[src/rtl/i2cs_pkg.sv]
package i2cs_pkg;

    typedef enum logic [3:0] {
        ST_IDLE,
        ST_RX,
        ST_RX_WAIT,
        ST_STALL,
        ST_SETUP,
        ST_ACK,
        ST_TX,
        ST_TX_ACK,
        ST_TX_WAIT
    } eng_state_t;

    // Status byte; field order is the visible bit order.
    typedef struct packed {
        logic berr;
        logic rsv;
        logic stop_seen;
        logic ack_choice;
        logic is_addr;
        logic tx_dir;
        logic mst_ack;
        logic done;
    } status_t;

    localparam logic [7:0] XS_BUSY  = 8'h80;
    localparam logic [7:0] XS_LWR   = 8'h40;
    localparam logic [7:0] XS_LRD   = 8'h20;
    localparam logic [7:0] XS_ANACK = 8'h04;

    // A start/stop is legal only before the second bit of a byte.
    function automatic logic in_byte(eng_state_t st, logic [3:0] nbits);
        return ((st == ST_RX) || (st == ST_TX)) && (nbits >= 4'd2);
    endfunction

    function automatic logic addr_hit(logic [7:0] b, logic [6:0] own);
        return b[7:1] == own;
    endfunction

endpackage

[src/rtl/i2cs_line_sync.sv]
module i2cs_line_sync #(
    parameter int SYNC_DEPTH = 2
) (
    input  logic clk,
    input  logic rst,
    input  logic scl_in,
    input  logic sda_in,
    output logic sda_s,
    output logic scl_rise,
    output logic scl_fall,
    output logic start_det,
    output logic stop_det,
    output logic busy
);
    logic [SYNC_DEPTH-1:0] scl_sr, sda_sr;
    logic scl_p, sda_p, scl_s;

    assign scl_s = scl_sr[SYNC_DEPTH-1];
    assign sda_s = sda_sr[SYNC_DEPTH-1];

    always_ff @(posedge clk) begin
        if (rst) begin
            scl_sr <= '1;
            sda_sr <= '1;
            scl_p  <= 1'b1;
            sda_p  <= 1'b1;
            busy   <= 1'b0;
        end else begin
            scl_sr <= {scl_sr[SYNC_DEPTH-2:0], scl_in};
            sda_sr <= {sda_sr[SYNC_DEPTH-2:0], sda_in};
            scl_p  <= scl_s;
            sda_p  <= sda_s;
            if (start_det)     busy <= 1'b1;
            else if (stop_det) busy <= 1'b0;
        end
    end

    assign scl_rise  =  scl_s & ~scl_p;
    assign scl_fall  = ~scl_s &  scl_p;
    assign start_det =  sda_p & ~sda_s & scl_s & scl_p;
    assign stop_det  = ~sda_p &  sda_s & scl_s & scl_p;

endmodule

[src/rtl/i2cs_byte_engine.sv]
module i2cs_byte_engine
    import i2cs_pkg::*;
#(
    parameter int DATA_W    = 8,
    parameter int ADDR_W    = 7,
    parameter int SETUP_CYC = 4
) (
    input  logic              clk,
    input  logic              rst,
    input  logic              enable,
    input  logic              hw_addr_en,
    input  logic [ADDR_W-1:0] own_addr,
    input  logic              sda_s,
    input  logic              scl_rise,
    input  logic              scl_fall,
    input  logic              start_det,
    input  logic              stop_det,
    input  logic              ctl_we,
    input  logic              ctl_ack,
    input  logic              dr_we,
    input  logic [DATA_W-1:0] dr_wdata,
    input  logic              anack_on,
    output logic [DATA_W-1:0] dr_q,
    output status_t           stat,
    output logic              scl_hold,
    output logic              sda_low,
    output logic              boundary,
    output logic              wake,
    output logic              addr_ok
);
    localparam int SW = $clog2(SETUP_CYC + 1);
    localparam logic [3:0] LAST_BIT = 4'(DATA_W - 1);

    eng_state_t        st;
    logic [3:0]        nbits;
    logic [DATA_W-1:0] shreg;
    logic [SW-1:0]     setup_cnt;
    logic              go_tx, byte_end;
    logic [DATA_W-1:0] rx_byte;

    assign rx_byte = {shreg[DATA_W-2:0], sda_s};

    always_ff @(posedge clk) begin
        if (rst) begin
            st        <= ST_IDLE;
            nbits     <= '0;
            shreg     <= '0;
            dr_q      <= '0;
            stat      <= '0;
            setup_cnt <= '0;
            go_tx     <= 1'b0;
            byte_end  <= 1'b0;
            wake      <= 1'b0;
            addr_ok   <= 1'b0;
        end else begin
            byte_end <= 1'b0;
            wake     <= 1'b0;
            addr_ok  <= 1'b0;
            if (dr_we) dr_q <= dr_wdata;
            if (ctl_we) begin
                stat.berr      <= 1'b0;
                stat.stop_seen <= 1'b0;
            end
            if (!enable) begin
                st        <= ST_IDLE;
                stat.done <= 1'b0;
            end else if (start_det || stop_det) begin
                stat.done <= 1'b0;
                if (stop_det) stat.stop_seen <= 1'b1;
                if (in_byte(st, nbits)) begin
                    stat.berr <= 1'b1;
                    st        <= ST_IDLE;
                end else if (start_det) begin
                    st           <= ST_RX;
                    nbits        <= '0;
                    stat.is_addr <= 1'b1;
                end else begin
                    st <= ST_IDLE;
                end
            end else begin
                case (st)
                    ST_RX: if (scl_rise) begin
                        shreg    <= rx_byte;
                        nbits    <= nbits + 4'd1;
                        if (nbits == LAST_BIT) begin
                            byte_end <= 1'b1;
                            dr_q     <= rx_byte;
                            st       <= ST_RX_WAIT;
                            if (stat.is_addr) begin
                                if (anack_on) begin
                                    st   <= ST_IDLE;
                                    wake <= addr_hit(rx_byte, own_addr);
                                end else if (hw_addr_en && !addr_hit(rx_byte, own_addr)) begin
                                    st <= ST_IDLE;
                                end else begin
                                    stat.tx_dir <= rx_byte[0];
                                    addr_ok     <= addr_hit(rx_byte, own_addr);
                                end
                            end
                        end
                    end
                    ST_RX_WAIT: if (scl_fall) begin
                        stat.done <= 1'b1;
                        st        <= ST_STALL;
                    end
                    ST_STALL: if (ctl_we) begin
                        stat.done       <= 1'b0;
                        stat.ack_choice <= ctl_ack;
                        setup_cnt       <= '0;
                        if (stat.tx_dir && !stat.is_addr) begin
                            if (!stat.mst_ack) begin
                                shreg <= dr_q;
                                nbits <= '0;
                                go_tx <= 1'b1;
                                st    <= ST_SETUP;
                            end else begin
                                st <= ST_IDLE;
                            end
                        end else begin
                            go_tx <= 1'b0;
                            st    <= ST_SETUP;
                        end
                    end
                    ST_SETUP: begin
                        setup_cnt <= setup_cnt + 1'b1;
                        if (setup_cnt == SW'(SETUP_CYC - 1))
                            st <= go_tx ? ST_TX : ST_ACK;
                    end
                    ST_ACK: if (scl_fall) begin
                        nbits <= '0;
                        if (!stat.ack_choice) begin
                            st <= ST_IDLE;
                        end else if (stat.is_addr && stat.tx_dir) begin
                            shreg        <= dr_q;
                            stat.is_addr <= 1'b0;
                            st           <= ST_TX;
                        end else begin
                            stat.is_addr <= 1'b0;
                            st           <= ST_RX;
                        end
                    end
                    ST_TX: if (scl_fall) begin
                        shreg <= {shreg[DATA_W-2:0], 1'b0};
                        nbits <= nbits + 4'd1;
                        if (nbits == LAST_BIT) st <= ST_TX_ACK;
                    end
                    ST_TX_ACK: if (scl_rise) begin
                        stat.mst_ack <= sda_s;
                        byte_end     <= 1'b1;
                        st           <= ST_TX_WAIT;
                    end
                    ST_TX_WAIT: if (scl_fall) begin
                        stat.done <= 1'b1;
                        st        <= ST_STALL;
                    end
                    default: ;
                endcase
            end
        end
    end

    always_comb begin
        scl_hold = (st == ST_STALL) || (st == ST_SETUP);
        case (st)
            ST_SETUP: sda_low = go_tx ? ~shreg[DATA_W-1] : stat.ack_choice;
            ST_ACK:   sda_low = stat.ack_choice;
            ST_TX:    sda_low = ~shreg[DATA_W-1];
            default:  sda_low = 1'b0;
        endcase
    end

    assign boundary = (st == ST_IDLE) || byte_end;

    // a pending byte-complete always keeps SCL stretched
    a_r2_done_holds_scl: assert property (@(posedge clk) disable iff (rst)
        stat.done |-> scl_hold);

    // a wake never comes with a stretched clock or an ACK
    a_r9_wake_refuses: assert property (@(posedge clk) disable iff (rst)
        wake |-> (!scl_hold && !sda_low && anack_on));

endmodule

[src/rtl/i2cs_lowpower_ctl.sv]
module i2cs_lowpower_ctl
    import i2cs_pkg::*;
(
    input  logic       clk,
    input  logic       rst,
    input  logic       anack_set,
    input  logic       anack_clr,
    input  logic       boundary,
    input  logic       wake,
    input  logic       addr_ok,
    input  logic       tx_dir,
    input  logic       busy,
    output logic       anack_on,
    output logic [7:0] xstatus
);
    logic req, last_wr, last_rd;

    always_ff @(posedge clk) begin
        if (rst) begin
            req      <= 1'b0;
            anack_on <= 1'b0;
            last_wr  <= 1'b0;
            last_rd  <= 1'b0;
        end else begin
            if (wake || anack_clr) begin
                req      <= 1'b0;
                anack_on <= 1'b0;
            end else begin
                if (anack_set) req <= 1'b1;
                if (req && boundary) anack_on <= 1'b1;
            end
            if (addr_ok) begin
                last_rd <= tx_dir;
                last_wr <= ~tx_dir;
            end
        end
    end

    always_comb begin
        if (anack_on) xstatus = XS_ANACK;
        else xstatus = (busy ? XS_BUSY : 8'h00) | (last_wr ? XS_LWR : 8'h00)
                     | (last_rd ? XS_LRD : 8'h00);
    end

    // arming happens only on a cycle flagged as a byte boundary
    a_r8_arm_on_boundary: assert property (@(posedge clk) disable iff (rst)
        $rose(anack_on) |-> $past(boundary));

    // auto-NACK disarms right after the wake pulse
    a_r9_self_clear: assert property (@(posedge clk) disable iff (rst)
        wake |=> !anack_on);

    // direction flags are never both set
    a_r12_dir_onehot: assert property (@(posedge clk) disable iff (rst)
        $onehot0({last_wr, last_rd}));

endmodule

[src/rtl/i2cs_byte_slave.sv]
module i2cs_byte_slave
    import i2cs_pkg::*;
#(
    parameter int DATA_W     = 8,
    parameter int ADDR_W     = 7,
    parameter int SYNC_DEPTH = 2,
    parameter int SETUP_CYC  = 4
) (
    input  logic              clk,
    input  logic              rst,
    input  logic              enable,
    input  logic              hw_addr_en,
    input  logic [ADDR_W-1:0] own_addr,
    input  logic              stop_irq_en,
    input  logic              berr_irq_en,
    input  logic              scl_in,
    input  logic              sda_in,
    output logic              scl_pull,
    output logic              sda_pull,
    input  logic              ctl_we,
    input  logic              ctl_ack,
    input  logic              dr_we,
    input  logic [DATA_W-1:0] dr_wdata,
    output logic [DATA_W-1:0] dr_rdata,
    output logic [7:0]        status,
    output logic              irq,
    input  logic              anack_set,
    input  logic              anack_clr,
    output logic              wake,
    output logic [7:0]        xstatus
);
    logic    sda_s, scl_rise, scl_fall, start_det, stop_det, busy;
    logic    anack_on, boundary, addr_ok;
    status_t stat;

    i2cs_line_sync #(.SYNC_DEPTH(SYNC_DEPTH)) u_sync (
        .clk(clk), .rst(rst), .scl_in(scl_in), .sda_in(sda_in),
        .sda_s(sda_s), .scl_rise(scl_rise), .scl_fall(scl_fall),
        .start_det(start_det), .stop_det(stop_det), .busy(busy)
    );

    i2cs_byte_engine #(.DATA_W(DATA_W), .ADDR_W(ADDR_W), .SETUP_CYC(SETUP_CYC)) u_eng (
        .clk(clk), .rst(rst), .enable(enable), .hw_addr_en(hw_addr_en),
        .own_addr(own_addr), .sda_s(sda_s), .scl_rise(scl_rise),
        .scl_fall(scl_fall), .start_det(start_det), .stop_det(stop_det),
        .ctl_we(ctl_we), .ctl_ack(ctl_ack), .dr_we(dr_we), .dr_wdata(dr_wdata),
        .anack_on(anack_on), .dr_q(dr_rdata), .stat(stat),
        .scl_hold(scl_pull), .sda_low(sda_pull), .boundary(boundary),
        .wake(wake), .addr_ok(addr_ok)
    );

    i2cs_lowpower_ctl u_lp (
        .clk(clk), .rst(rst), .anack_set(anack_set), .anack_clr(anack_clr),
        .boundary(boundary), .wake(wake), .addr_ok(addr_ok),
        .tx_dir(stat.tx_dir), .busy(busy), .anack_on(anack_on),
        .xstatus(xstatus)
    );

    assign status = stat;
    assign irq    = stat.done | (stop_irq_en & stat.stop_seen)
                  | (berr_irq_en & stat.berr);

    // a freshly flagged bus error leaves both lines released
    a_r11_berr_release: assert property (@(posedge clk) disable iff (rst)
        $rose(status[7]) |-> (!scl_pull && !sda_pull));

endmodule

[config.mk]
export PLATFORM = sky130hd
export DESIGN_NAME = i2cs_byte_slave
export DESIGN_NICKNAME = d
export VERILOG_FILES = /design/src/rtl/i2cs_pkg.sv /design/src/rtl/i2cs_line_sync.sv /design/src/rtl/i2cs_byte_engine.sv /design/src/rtl/i2cs_lowpower_ctl.sv /design/src/rtl/i2cs_byte_slave.sv
export SDC_FILE = /design/constraint.sdc
export NUM_CORES = 1
export LEC_CHECK = 0
export BUFFER_PORTS_ARGS = -buffer_cell sky130_fd_sc_hd__buf_4
export CORE_UTILIZATION = 50
export CTS_BUF_LIST = sky130_fd_sc_hd__clkbuf_2
export DETAILED_ROUTE_END_ITERATION = 10
export HOLD_SLACK_MARGIN = 0.08
export PLACE_DENSITY = 0.74
export RECOVER_POWER = 25
export SKIP_LAST_GASP = 1
export SLEW_MARGIN = 20
export SYNTH_ARGS = -nofsm -noshare
export SYNTH_HDL_FRONTEND = slang
export SYNTH_HIERARCHICAL = 1
export SYNTH_SLANG_ARGS = --single-unit
[constraint.sdc]
create_clock -name clk -period 5.85 [get_ports clk]
set_input_delay 0 -clock clk [delete_from_list [all_inputs] [get_ports clk]]
set_output_delay 0 -clock clk [all_outputs]
set_load 0.02 [all_outputs]
==> reports/metrics.cfg, run 1 <==
[synth]
synth_seq_cells=49
synth_cells=323
ys.flop_type=dfxtp_1
ys_seq_area_frac=0.351
synth_edf_count=0
netlist_area_mm2=0.00279
yosys_warnings=6
synthArstFlopShare=0
synth_cell_type_count=64
syn_avg_cell_area_um2=8.65

[layout]
final_cells=473
nFillCells=421
antenna_cells=0
final_area_mm2=0.00359
drive_gt1_frac=0.169
final_cell_mix=dfxtp_1 (49), dlygate4sd3_1 (43), buf_4 (40)
final_util=0.685
layout.nets=434
area_growth_pct=28.4
final_common_cell=dfxtp_1

[global_routing]
grt_pass1_wl_mm=12.4
grt_max_degree=51
grt_overflow=0
antenna_found_initial=0
grt.total_usage=0.262
grt_pass1_vias=2652

[drt]
drc=0
vias_per_cell=5.77
postRouteAntennaNets=0
firstDrtPassIters=4
routed_wirelength_mm=7.45
wl_per_cell_um=15.8
vias=2728
first_iter_violations=197

[timing]
relSlewSlack=-0.447
fin_tns_setup_ns=0
rsz0062_at_grt=no
skew_ns=0.00970
post-route-period-util=0.532
fmax_ghz=0.321
drv_slew=51
period_minus_slack_ns=3.11
hold_violations=0
tightest_slew_ns=2.17
finalSetupViolCount=0

[placed_design]
dp_cells=422
gp_congestion=0.918
dpl-instance-area_mm2=0.00315
dp_hpwl_mm=4.70
io_buffers=50

[clocking]
numCtsBuffers=5
h-tree-depth=2
cts_buffer_depth=2
clock-root-buffer=clkbuf_2
clk_pin_slew_worst_paths_ns=0.27
post_cts_buffers=0
insertion_delay_ns=0.46
cts_tree=yes
clock-sinks=49

[pwr]
peakVddDrop_mv=0.131
clkPwrFrac=0.255
power.total_mw=0.613
seqPwrFrac=0.576
net-switching-power_mw=0.182
power.density_mw_per_mm2=171
power.internal_mw=0.431
leakage_nw=1.41
pwr-share-comb=0.168
swShare=0.297

[floorplanning]
initial_core_util=0.533
pin_count=56
rows=26
fp.dieArea_mm2=0.00589
core_area_mm2=0.00524
die_w_um=76.7
fp.dieH_um=76.7

[critical_path]
cp_max_fo=50
path_class=input port to flop
path_delay_family=buffers and inverters
critPathMaxStageDelay_ns=1.54
cp-end-kind=flop
arrival_ns=3.50
cpMaxStageDelayCell=clkbuf_1
start_kind=input port
cp_data_required_time_ns=6.24
cp.buffers_inverters=4
crit_path_frequent_cell=dlygate4sd3_1
crit_chain=dlygate4sd3_1 -> clkbuf_1 -> nor2_1 -> dlygate4sd3_1 -> nand2_1 -> o21ai_0 -> dlygate4sd3_1

[status]
violations=max-capacitance violations, max-slew violations
outcome=finished with violations

[run]
cap_violations=1

[hold_path]
hp-class=input port to flop

-- flip-flops by register name (all words and copies together) (netlist names) --
register,cells
u_lp/anack_on,1
u_eng/stat,7
u_lp/last_wr,1
u_sync/busy,1
u_eng/st,4
u_eng/dr_q,8
u_sync/sda_p,1
u_sync/sda_sr,2
u_sync/scl_p,1
u_lp/req,1
u_eng/byte_end,1
u_sync/scl_sr,2
u_lp/last_rd,1
u_eng/shreg,8
u_eng/go_tx,1
u_eng/setup_cnt,3
u_eng/addr_ok,1
u_eng/wake,1
u_eng/nbits,4
-- timing repair --
action	in CTS	in global routing
resized for setup	0	0
hold buffers	43	0
endpoints found under the hold margin	41	0
-- tightest hold or removal path, stage by stage --
cell and delay [ns]:
dlygate4sd3_1 0.52, buf_4 0.09, or2_2 0.08
-- per-stage QoR --
stage | hold slack [ns] | setup WS [ns]
final | 0.243 | 2.74
after global routing | 0.220 | 2.44
after CTS | 0.218 | 2.98
after detailed placement | 0.184 | 3.04
after global placement | 0.184 | 3.08
after floorplan | 0.0624 | 3.19
-- power by group through the flow --
stage	Sequential (mW)	Clock [mW]	Combinational, mW
2_1_floorplan	0.359	0	0.0498
3_3_place_gp	0.358	0	0.0790
3_5_place_dp	0.359	0	0.0799
4_1_cts	0.353	0.161	0.103
5_1_grt	0.355	0.174	0.111
6_report	0.353	0.156	0.103
-- Yosys cell counts, types with 3 or more instances --
library cell / number / area (um2)
o31ai_1: 4 / 30.0
xor2_1: 8 / 70.1
a31oi_1: 4 / 25.0
nor2_1: 27 / 101
inv_1: 12 / 45.0
a311oi_1: 8 / 70.1
nor2b_1: 10 / 62.6
or3_1: 3 / 18.8
or4_1: 3 / 22.5
mux2i_1: 22 / 220
o22ai_1: 3 / 18.8
o21a_1: 4 / 30.0
dfxtp_1: 49 / 981
buf_4: 6 / 45.0
ha_1: 4 / 50.1
nand2b_1: 14 / 87.6
clkbuf_1: 12 / 45.0
nand2_1: 10 / 37.5
nor4_1: 5 / 31.3
nand3_1: 4 / 20.0
a21oi_1: 16 / 80.1
nor3_1: 10 / 50.1
and2_1: 4 / 25.0
a211oi_1: 9 / 67.6
o21ai_0: 8 / 40.0
a21boi_0: 3 / 22.5
or2_2: 8 / 50.1
buf_1: 5 / 18.8
o211ai_1: 3 / 22.5
a22oi_1: 3 / 22.5
-- per-layer routing --
metal / track usage / up-vias / share of wire
met1: 0.331 / 1261 / 0.44
met4: 0.0981 / 0 / 0.029
met2: 0.446 / 112 / 0.48
met5: 0 / - / 0
li1: - / 1331 / -
met3: 0.0417 / 24 / 0.053
-- final timing paths --
check | start | end | slack (ns) | cells after the start
setup / recovery | rst | u_eng/stat[7]$_SDFF_PP0_ | 2.74 | 7
hold / removal | scl_in | u_sync/scl_sr[0]$_SDFF_PP1_ | 0.24 | 3
setup reg to reg | u_sync/scl_sr[1]$_SDFF_PP1_ | u_eng/dr_q[3]$_SDFF_PP0_ | 2.90 | 7
hold reg to reg | u_sync/scl_sr[0]$_SDFF_PP1_ | u_sync/scl_sr[1]$_SDFF_PP1_ | 0.45 | 1
-- final cells by class --
cell class / instances / area, um2 / area share
Clock inverter: 3 / 26.3 / 0.00733
Inverter: 12 / 45.0 / 0.0126
Clock buffer: 5 / 25.0 / 0.00698
Timing Repair Buffer: 93 / 768 / 0.214
Tap cell: 70 / 87.6 / 0.0244
Sequential cell: 49 / 981 / 0.274
Multi-Input combinational cell: 241 / 1650 / 0.461
-- kinds of logic after synthesis --
kind of cell | synth area share
xor+xnor | 0.0314
flops | 0.351
compound gates | 0.211
fa+ha+maj | 0.0179
mux | 0.0829
other cells | 0.00269
buf+inv | 0.0591
simple gates | 0.243
Note: power is estimated with default switching activity, not from simulation.
==> inputs of run 2 (changes only) <==
--- a/config.mk
+++ b/config.mk
@@ -10,7 +10,7 @@
 export CTS_BUF_LIST = sky130_fd_sc_hd__clkbuf_2
 export DETAILED_ROUTE_END_ITERATION = 10
 export HOLD_SLACK_MARGIN = 0.08
-export PLACE_DENSITY = 0.74
+export PLACE_DENSITY = 0.76
 export RECOVER_POWER = 25
 export SKIP_LAST_GASP = 1
 export SLEW_MARGIN = 20
==> constraint.sdc (replaced) <==
create_clock -name clk -period 2.6 [get_ports clk]
set_input_delay 0 -clock clk [delete_from_list [all_inputs] [get_ports clk]]
set_output_delay 0 -clock clk [all_outputs]
set_load 0.02 [all_outputs]
==> reports/metrics.cfg, run 2 (synthesis gave the netlist of run 1 again) <==
[status]
outcome=finished clean

[timing]
drv_slew=0  ; -100%
post-route-period-util=0.972
skew_ns=0.0137  ; +0.00402 ns
hold_violations=0  ; unchanged
period_minus_slack_ns=2.53
fin_tns_setup_ns=0  ; unchanged
finalSetupViolCount=0  ; unchanged
relSlewSlack=0.544  ; +0.991
fmax_ghz=0.396
tightest_slew_ns=0.676  ; -1.49 ns
rsz0062_at_grt=no

[pwr]
pwr-share-comb=0.170  ; +0.002
peakVddDrop_mv=0.351  ; +170%
seqPwrFrac=0.582  ; +0.006
net-switching-power_mw=0.402  ; +120%
leakage_nw=1.38  ; -1.6%
swShare=0.296  ; -0.00155
power.density_mw_per_mm2=384  ; +120%
clkPwrFrac=0.249  ; -0.006
power.internal_mw=0.957  ; +120%

[critical_path]
start_kind=flop
critPathMaxStageDelay_ns=0.53  ; -1.01 ns
cp-end-kind=flop
cpMaxStageDelayCell=or4_4
cp_data_required_time_ns=3.02  ; -3.22 ns
path_class=flop to flop
r2r_cells=7  ; unchanged
arrival_ns=2.94  ; -0.56 ns
r2r_slack_ns=0.07  ; -2.83 ns
crit_chain=and3b_1 -> and2_4 -> or3b_4 -> or4_4 -> or2_4 -> or4b_1 -> a21oi_1
cp_max_fo=4  ; -92%

[global_routing]
grt.total_usage=0.260  ; -0.00224
grt_overflow=0  ; unchanged
grt_pass1_wl_mm=12.3  ; -1.2%
grt_pass1_vias=2618  ; -1.3%
antenna_found_initial=0  ; unchanged
grt_max_degree=51  ; unchanged

[placed_design]
gp_congestion=0.916  ; -0.17%
dp_cells=435  ; +3.1%
dp_hpwl_mm=5.00  ; +6.4%
io_buffers=50  ; unchanged

[floorplanning]
rows=26  ; unchanged
initial_core_util=0.533  ; unchanged
die_w_um=76.7  ; unchanged
core_area_mm2=0.00524  ; unchanged
pin_count=56  ; unchanged
fp.dieH_um=76.7  ; unchanged
fp.dieArea_mm2=0.00589  ; unchanged

[drt]
postRouteAntennaNets=0  ; unchanged
firstDrtPassIters=5  ; +1
vias=2756  ; +1.0%
first_iter_violations=279  ; +42%
vias_per_cell=5.84  ; +1.2%
wl_per_cell_um=15.9  ; +1.1%
routed_wirelength_mm=7.52  ; +0.86%
drc=0  ; unchanged

[clocking]
insertion_delay_ns=0.46  ; about the same
clk_pin_slew_worst_paths_ns=0.27  ; about the same
clock-sinks=49  ; unchanged
numCtsBuffers=5  ; unchanged
h-tree-depth=2  ; unchanged
cts_tree=yes
clock-root-buffer=clkbuf_2
cts_buffer_depth=2  ; unchanged

[layout]
area_growth_pct=26.8
final_cell_mix=buf_4 (55), dfxtp_1 (48), dlygate4sd3_1 (27), nor2_1 (27), mux2i_1 (22)
nFillCells=407  ; -3.3%
final_common_cell=buf_4
antenna_cells=0  ; unchanged
layout.nets=433  ; -0.23%
drive_gt1_frac=0.209  ; +0.0402
final_cells=472  ; -0.21%
top_regs=u_eng/dr_q: 8 flops, u_eng/shreg: 8 flops, u_eng/stat: 7 flops
final_util=0.676  ; -0.00836

[hold_path]
hp-class=input port to flop
hold-path-cell-count=5  ; +2

[run]
cap_violations=0  ; -1

-- run 2: worst paths after layout --
path,to,start
hold reg to reg,u_sync/sda_sr[1]$_SDFF_PP1_,u_sync/sda_sr[0]$_SDFF_PP1_
hold / removal,u_eng/st[1]$_SDFFE_PP0P_,hw_addr_en
setup reg to reg,u_eng/stat[2]$_SDFFE_PP0P_,u_sync/sda_p$_SDFF_PP1_
setup / recovery,u_eng/stat[2]$_SDFFE_PP0P_,u_sync/sda_p$_SDFF_PP1_
-- run 2: power groups by stage --
stage	registers, mW	clock network (mW)	logic (mW)
after global routing	0.794	0.377	0.246
after floorplan	0.807	0	0.112
after detailed placement	0.803	0	0.193
after CTS	0.789	0.339	0.229
final	0.790	0.338	0.230
after global placement	0.802	0	0.190
-- run 2: routing by layer --
metal  share of wire  track usage  wire length (um)  vias to the layer above
met1            0.44        0.320              3330                     1302
li1                -            -                 -                     1329
met3           0.051       0.0452               386                       17
met2            0.49        0.444              3670                      108
met5               0            0                 0                        -
met4           0.017        0.108               128                        0
-- run 2: timing repair --
action	4_1_cts	5_1_grt
resized for setup	0	1
setup buffers	0	2
hold buffers	27	0
endpoints found under the hold margin	39	0
setup endpoints to repair	0	1
-- run 2: worst max-delay path: cells and delay by family (launching register included) --
| kind | cells | cell delay [ns] |
|---|---|---|
| DFF | 1 | 0.39 |
| and+or+nand+nor | 6 | 1.97 |
| AOI/OAI and AO/OA | 1 | 0.13 |
-- run 2: through the flow --
| stage | cell area (um2) | total power, mW | setup slack (ns) | hold WS (ns) |
|---|---|---|---|---|
| CTS | 3560 | 1.36 | 0.0125 | 0.0813 |
| floorplan | 2810 | 0.919 | 0.00438 | 0.0624 |
| detailed placement | 3250 | 0.996 | 0.0629 | 0.186 |
| global route | 3540 | 1.42 | 0.0233 | 0.106 |
| global placement | 3250 | 0.992 | 0.111 | 0.182 |
| finish | 3540 | 1.36 | 0.0739 | 0.0874 |
-- run 2: final cells by class --
type	count	area, um2	area share
tap	70	87.6	0.0247
clock inverter	3	21.3	0.00600
inverter	12	45.0	0.0127
sequential	49	982	0.277
timing repair buffer	92	721	0.203
multi-input combinational	241	1660	0.469
clock buffer	5	25.0	0.00706
